<file path="src/rtl/cfg_regbank_pkg.sv">
package cfg_regbank_pkg;
  localparam int DW = 8;
  localparam logic [DW-1:0] IDX_CTRL  = 8'h02;
  localparam logic [DW-1:0] IDX_LDN   = 8'h07;
  localparam logic [DW-1:0] IDX_CLK   = 8'h23;
  localparam logic [DW-1:0] IDX_SUSP  = 8'h24;
  localparam logic [DW-1:0] IDX_ACT   = 8'h30;
  localparam logic [DW-1:0] EXIT_CODE = 8'h02;
  localparam logic [DW-1:0] RD_CLOSED = 8'hFF;
  localparam int FN_W = 4;
  localparam int CLK_ALT_BIT = 4;
endpackage

</file>
<file path="src/rtl/cfg_port_decode.sv">
module cfg_port_decode
  import cfg_regbank_pkg::*;
(
  input  logic          clk,
  input  logic          rst_n,
  input  logic          cfg_active,
  input  logic          bus_wr,
  input  logic          bus_port,
  input  logic [DW-1:0] bus_wdata,
  output logic [DW-1:0] idx_q,
  output logic          data_wr,
  output logic          exit_q
);
  logic [DW-1:0] idx_d;
  logic          exit_d;
  logic          acc_wr;

  assign acc_wr  = cfg_active & bus_wr;
  assign data_wr = acc_wr & bus_port;

  always_comb begin
    idx_d  = idx_q;
    exit_d = 1'b0;
    if (acc_wr) begin
      if (!bus_port) begin
        idx_d = bus_wdata;
      end else if (idx_q == IDX_CTRL && bus_wdata == EXIT_CODE) begin
        idx_d  = '0;
        exit_d = 1'b1;
      end
    end
  end

  always_ff @(posedge clk or negedge rst_n) begin
    if (!rst_n) begin
      idx_q  <= '0;
      exit_q <= 1'b0;
    end else begin
      idx_q  <= idx_d;
      exit_q <= exit_d;
    end
  end
endmodule

</file>
<file path="src/rtl/cfg_global_regs.sv">
module cfg_global_regs
  import cfg_regbank_pkg::*;
(
  input  logic          clk,
  input  logic          rst_n,
  input  logic          data_wr,
  input  logic [DW-1:0] idx,
  input  logic [DW-1:0] wdata,
  output logic [DW-1:0] ldn_q,
  output logic [DW-1:0] clk_q,
  output logic [DW-1:0] susp_q
);
  logic ldn_en, clk_en, susp_en;

  assign ldn_en  = data_wr & (idx == IDX_LDN);
  assign clk_en  = data_wr & (idx == IDX_CLK);
  assign susp_en = data_wr & (idx == IDX_SUSP);

  always_ff @(posedge clk or negedge rst_n) begin
    if (!rst_n) begin
      ldn_q  <= '0;
      clk_q  <= '0;
      susp_q <= '0;
    end else begin
      if (ldn_en)  ldn_q  <= wdata;
      if (clk_en)  clk_q  <= wdata;
      if (susp_en) susp_q <= wdata;
    end
  end
endmodule

</file>
<file path="src/rtl/cfg_dev_bank.sv">
module cfg_dev_bank
  import cfg_regbank_pkg::*;
#(
  parameter int DEV_ID = 0
) (
  input  logic          clk,
  input  logic          rst_n,
  input  logic          data_wr,
  input  logic [DW-1:0] idx,
  input  logic [DW-1:0] ldn,
  input  logic [DW-1:0] wdata,
  output logic [DW-1:0] act_q
);
  localparam logic [DW-1:0] MY_LDN = DW'(DEV_ID);
  logic act_en;

  assign act_en = data_wr & (idx == IDX_ACT) & (ldn == MY_LDN);

  always_ff @(posedge clk or negedge rst_n) begin
    if (!rst_n)      act_q <= '0;
    else if (act_en) act_q <= wdata;
  end
endmodule

</file>
<file path="src/rtl/cfg_regbank.sv">
module cfg_regbank
  import cfg_regbank_pkg::*;
#(
  parameter int NUM_DEV     = 4,
  parameter int SYNC_STAGES = 2
) (
  input  logic               clk,
  input  logic               rst_n,
  input  logic               cfg_active,
  input  logic               bus_wr,
  input  logic               bus_port,
  input  logic [DW-1:0]      bus_wdata,
  output logic [DW-1:0]      rd_data,
  output logic [FN_W-1:0]    fn_enable,
  output logic               clk_alt,
  output logic               suspend,
  output logic [NUM_DEV-1:0] dev_active,
  output logic               exit_pulse
);
  logic [SYNC_STAGES-1:0] rst_sync_q;
  logic                   rst_sync_n;
  logic [DW-1:0]          idx_q, ldn_q, clk_q, susp_q, act_sel, reg_rd;
  logic                   data_wr;
  logic [DW-1:0]          act_arr [NUM_DEV];

  always_ff @(posedge clk or negedge rst_n) begin
    if (!rst_n) rst_sync_q <= '0;
    else        rst_sync_q <= {rst_sync_q[SYNC_STAGES-2:0], 1'b1};
  end
  assign rst_sync_n = rst_sync_q[SYNC_STAGES-1];

  cfg_port_decode u_decode (
    .clk(clk), .rst_n(rst_sync_n), .cfg_active(cfg_active),
    .bus_wr(bus_wr), .bus_port(bus_port), .bus_wdata(bus_wdata),
    .idx_q(idx_q), .data_wr(data_wr), .exit_q(exit_pulse)
  );

  cfg_global_regs u_global (
    .clk(clk), .rst_n(rst_sync_n), .data_wr(data_wr), .idx(idx_q),
    .wdata(bus_wdata), .ldn_q(ldn_q), .clk_q(clk_q), .susp_q(susp_q)
  );

  for (genvar g = 0; g < NUM_DEV; g++) begin : g_bank
    cfg_dev_bank #(.DEV_ID(g)) u_bank (
      .clk(clk), .rst_n(rst_sync_n), .data_wr(data_wr), .idx(idx_q),
      .ldn(ldn_q), .wdata(bus_wdata), .act_q(act_arr[g])
    );
    assign dev_active[g] = act_arr[g][0];
  end

  always_comb begin
    act_sel = '0;
    for (int n = 0; n < NUM_DEV; n++) begin
      if (ldn_q == DW'(n)) act_sel = act_arr[n];
    end
  end

  always_comb begin
    case (idx_q)
      IDX_LDN:  reg_rd = ldn_q;
      IDX_CLK:  reg_rd = clk_q;
      IDX_SUSP: reg_rd = susp_q;
      IDX_ACT:  reg_rd = act_sel;
      default:  reg_rd = '0;
    endcase
  end

  assign rd_data   = !cfg_active ? RD_CLOSED : (bus_port ? reg_rd : idx_q);
  assign fn_enable = clk_q[FN_W-1:0];
  assign clk_alt   = clk_q[CLK_ALT_BIT];
  assign suspend   = susp_q[0];
endmodule

</file>
<file path="config.mk">
export PLATFORM = sky130hd
export DESIGN_NAME = cfg_regbank
export DESIGN_NICKNAME = d
export VERILOG_FILES = /design/src/rtl/cfg_regbank_pkg.sv /design/src/rtl/cfg_port_decode.sv /design/src/rtl/cfg_global_regs.sv /design/src/rtl/cfg_dev_bank.sv /design/src/rtl/cfg_regbank.sv
export SDC_FILE = /design/constraint.sdc
export NUM_CORES = 1
export LEC_CHECK = 0
export ABC_AREA = 1
export ABC_CLOCK_PERIOD_IN_PS = 2500
export BUFFER_PORTS_ARGS = -buffer_cell sky130_fd_sc_hd__buf_4
export CORE_ASPECT_RATIO = 1.2
export CORE_MARGIN = 2
export CORE_UTILIZATION = 59
export DETAILED_ROUTE_END_ITERATION = 7
export PLACE_DENSITY = 0.77
export SLEW_MARGIN = 15
export SYNTH_ARGS = -nofsm -noshare
export SYNTH_HDL_FRONTEND = slang
export SYNTH_SLANG_ARGS = --single-unit
</file>
<file path="constraint.sdc">
create_clock -name clk -period 2.5 [get_ports clk]
set_input_delay 0.5 -clock clk [delete_from_list [all_inputs] [get_ports clk]]
set_output_delay 0.5 -clock clk [all_outputs]
set_load 0.02 [all_outputs]
</file>
# After elaboration in Yosys (flattened, before gate mapping)
# Cells that the tools add are included.
# op_classes
n_eq_ne	10
mux	12
bitwise	10
reduce_logical	3
# ops
operator	n
$mux W8	8
$eq A8 B2 Y1 const B	4
$pmux W8 S4	1
$eq A8 B6 Y1 const B	3
$and A1 B1 Y1	10
$eq A8 B1 Y1 const B	1
$eq A8 B3 Y1 const B	1
$logic_not A8 Y1	1
$mux W1	3
$ne A2 B1 Y1 const B	1
$reduce_and A2 Y1	1
$logic_and A1 B1 Y1	1
# word_totals
regBits	67
word_cells	45

# Longest topological paths before layout
# logic_depth
ltp_word	8
depth_mapped	10
mapped_depth_nobuf	9

# By module
# From an unflattened synthesis, not the netlist that was laid out.
# unflattened
hier_cells	571
hier_area_um2	4166.5
# modules_own_cells
mod	n_inst	cells_per_inst	area_each_um2	seq_area_each_um2
cfg_dev_bank (g_bank[1].u_bank ...)	3	49	431.7	200.2
cfg_global_regs	1	123	1068.5	600.6
cfg_regbank	1	196	930.9	50.0
cfg_port_decode	1	57	444.2	225.2
cfg_dev_bank (g_bank[0].u_bank)	1	48	427.9	200.2

# Least setup slack after synthesis
# No wires, ideal clock.
# synth_path
kind	reg2out
start	reg u_decode.idx_q[0]
end	out rd_data[0]
arrival_ns	1.506
t_required_ns	2.000
setup_slack_ns	0.494
path_stages_with_launch	9
path_buffers	0
path_cell_list	dfrtp_1 > or2_1 > nor2_2 > nand2_1 > nand2_1 > nor2_2 > nor2_8 > nand2_1 > nand2_1
# synth_between
elab_chain_len	4
word_cells_on_any_way	7
classes_between	eq/ne (4); mux (3)
# synth_lines
item	line_no	text
start, declared	cfg_port_decode.sv:10	output logic [DW-1:0] idx_q,
start signal, assigned	cfg_port_decode.sv:39	idx_q <= idx_d;
$eq A8 B6 Y1 / $eq A8 B3 Y1 (equally long branches)	cfg_regbank.sv:59	case (idx_q)
$pmux W8 S4	cfg_regbank.sv:59	
$mux W8 * (2 in series)	cfg_regbank.sv:68	assign rd_data = !cfg_active ? RD_CLOSED : (bus_port ? reg_rd : idx_q);
end, declared	cfg_regbank.sv:13	output logic [DW-1:0] rd_data,
# Mark *: on every way between the ends. The rest lies on a longest branch, timed or not.

# Final worst setup path
# layout_path
start	reg u_decode.idx_q[1]
end	out rd_data[5]
# layout_between
elab_chain_len	4
word_cells_on_any_way	7
classes_between	eq/ne (4); mux (3)
# layout_lines
item	line_no
$eq A8 B6 Y1 / $eq A8 B3 Y1 (equally long branches)	cfg_regbank.sv:59
$pmux W8 S4 *	cfg_regbank.sv:59
$mux W8 * (2 in series)	cfg_regbank.sv:68
# Marks and branches as above.

==> impl_metrics.toml <==
[outcome]
status = "finished, final reports clean"

[global_routing]
grt_pass1_vias = 2856
overflow = 0
grt_pass1_wl_um = 14000
grt_usage = 0.295
antenna_found_initial = 0
grt_max_degree = 40

[setup_path]
required_ns = 2.00
worst_path_dominant_cell_family = "simple AND/OR/NAND/NOR gates"
path_cells = "or2_4 -> nor2_4 -> buf_6 -> nand3_1 -> nand2_1 -> nor2_2 -> nand2_1 -> nand2_1 -> nand2_1 -> buf_6"
critPathBufInv = 2
cp.arrival_ns = 1.99
crit_path_max_fanout = 5
path_common_cell = "nand2_1"
cp-start-kind = "flop"
r2r_cells = 7
ff2ff_setup_slack_ns = 0.72
r2r_end = "g_bank[2].u_bank.act_q[4]"
end_kind = "output port"
r2r-start = "u_decode.idx_q[1]"
cpPeakStageDelay_ns = 0.44
cp_slowest_cell = "dfrtp_2"
path_class = "reg2out"
startpoint = "u_decode.idx_q[1]"

[detailed_routing]
wl_um = 9460
dr.pass1.iters = 5
wl_per_cell_um = 16.5
drc = 0
drt-initial-drc-count = 224
vias = 3187
ant_nets = 0
vias_per_cell = 5.55

[floorplanning]
die_y_um = 89.2
die_w_um = 75.0
die_area_mm2 = 0.00670
fp.coreArea_mm2 = 0.00593
io_pins = 32
num_rows = 31
start_util = 0.602

[placed_design]
port_buffers = 31
gp_congestion = 0.902
place_ws_ns = 0.228
placed_area_mm2 = 0.00386
place_hpwl_um = 6190

[yosys]
yosys.cell_types.count = 28
synth_fa_ha_area_frac = 0
synth_edf_count = 0
synth_xor_area_frac = 0
synth_compound_area_frac = 0.127
synth_area_leaders = "dfrtp_1, nand2_1, nand3_1, o21ai_2, o21ai_0"
synthSimpleGateAreaFrac = 0.330
netlist_area_mm2 = 0.00357
syn_avg_cell_area_um2 = 8.25
synth_largest_area_cell = "dfrtp_1"
ys_seq_area_frac = 0.469
synthArstFlopShare = 1.00
synth_top_area_frac = 0.469
synthMuxAreaShare = 0
synth.net_count = 446
yosys_register_bits = 67
synth_common_cells = "nand2_1, dfrtp_1, nand3_1, nor2_1, o21ai_0"
synthFlopType = "dfrtp_1"
ys_warn_count = 0
synth_top_family_by_area = "simple AND/OR/NAND/NOR gates"
synth.most_common_cell = "nand2_1"
synthCells = 433

[power_and_ir_drop]
powerDensity_mw_per_mm2 = 582
p_comb_frac = 0.186
p_leak_uw = 0.00214
p_int_uw = 1770
p_switching_uw = 780
clockPowerShare = 0.340
power_frac_seq = 0.473
p_sw_frac = 0.306
irDropWorstVdd_mv = 0.426

[cts]
clock-sinks = 67
htreeDepth = 3
root_buffer = "clkbuf_8"
clock_latency_ns = 0.35
cts_tree = "built"
cts_buffers = 9
path_clk_slew_ns = 0.07
clockBufferDepth = 2

[cells_and_area]
multiInputGateArea_mm2 = 0.00180
final_area_mm2 = 0.00438
syn2layout_area_growth_pct = 22.6
fillers = 475
diodes = 0
seq_area_mm2 = 0.00168
nets = 501
drive_above_1_share = 0.327

[sta]
finalSetupViolations = 0
finClkSkew_ns = 0.00445
fin_ws_ns = 0.00762
slew_headroom = 0.587
worst_slew_pin_slew_ns = 0.620
grt_setup_unrepaired = "true"
min_period_ns = 2.49
slew_viol_final = 0
min_period_over_period = 0.997
finalHoldViolCount = 0
fmax_ghz = 0.401

[flow_run]
maxCapViolations = 0

[min_path]
hp-class = "reg2async"
==> final cells by class <==
type	instances	share of cell area
timing repair buffer	60	0.115
clock inverter	5	0.0126
multi-input combinational	322	0.411
tap	82	0.0234
inverter	28	0.0252
clock buffer	10	0.0292
sequential	67	0.384
==> what timing repair did <==
item,4_1_cts,5_1_grt
resized for setup,7,57
gates cloned,0,4
endpoints found under the setup margin,8,8
hold buffers,1,0
endpoints found under the hold margin,2,0
buffers inserted,0,14
pin swaps,0,25
==> cell usage in the layout, fill, tap and decap left out, drive strengths merged <==
cell type    Yosys  final
a21oi            8      8
buf             15     59
bufinv           0      1
clkbuf           4     10
clkinv           1      2
clkinvlp         0      2
conb             1      1
dfrtp           67     67
dlygate4sd3      0      1
inv             27     28
nand2          145    145
nand3           39     39
nand3b           2      2
nand4            3      3
nor2            45     48
nor3            10     10
o211ai           8      8
o21ai           57     57
or2              1      1
==> sequential cells by signal, indices dropped and copies added, names as in the netlist <==
| register | flops |
|---|---|
| g_bank.u_bank.act_q | 32 |
| rst_sync_q | 2 |
| u_decode.exit_q | 1 |
| u_decode.idx_q | 8 |
| u_global.clk_q | 8 |
| u_global.ldn_q | 8 |
| u_global.susp_q | 8 |
==> worst max path at each step <==
stage            endpoint  slack [ns]  cells past startpoint
2_1_floorplan  rd_data[0]        0.49                      8
3_3_place_gp   rd_data[3]        0.26                      9
3_5_place_dp   rd_data[1]        0.23                      9
4_1_cts        rd_data[1]       -0.02                      9
5_1_grt        rd_data[5]       -0.06                     10
6_report       rd_data[5]       0.008                     10
==> stage by stage <==
| stage | utilization | setup TNS [ns] | hold slack [ns] | cells | power [µW] |
|---|---|---|---|---|---|
| finish | 0.738 | 0 | 0.287 | 574 | 2550 |
| global route | 0.738 | -0.174 | 0.337 | 574 | 2650 |
| CTS | 0.688 | -0.0197 | 0.306 | 556 | 2460 |
| detailed placement | 0.651 | 0 | 0.284 | 540 | 1590 |
| global placement | 0.651 | 0 | 0.283 | 540 | 1580 |
| floorplan | - | 0 | 0.204 | 433 | 1450 |
==> metal layers <==
layer / vias up / track usage / part of all wire
li1: 1527 / - / -
met1: 1520 / 0.367 / 0.42
met2: 109 / 0.472 / 0.49
met3: 31 / 0.0586 / 0.046
met4: 0 / 0.175 / 0.042
met5: - / 0 / 0
==> cells by family after synthesis <==
logic type	count (synthesis)
flops	67
simple gates	245
compound gates	73
buf+inv	47
other cells	1
==> power groups by stage <==
stage	clock network, µW	logic (µW)	registers (µW)
2_1_floorplan	0	239	1210
6_report	868	475	1210
5_1_grt	931	512	1210
4_1_cts	881	381	1200
3_5_place_dp	0	366	1220
3_3_place_gp	0	359	1220
No activity file was read; power rests on OpenSTA's default activity.
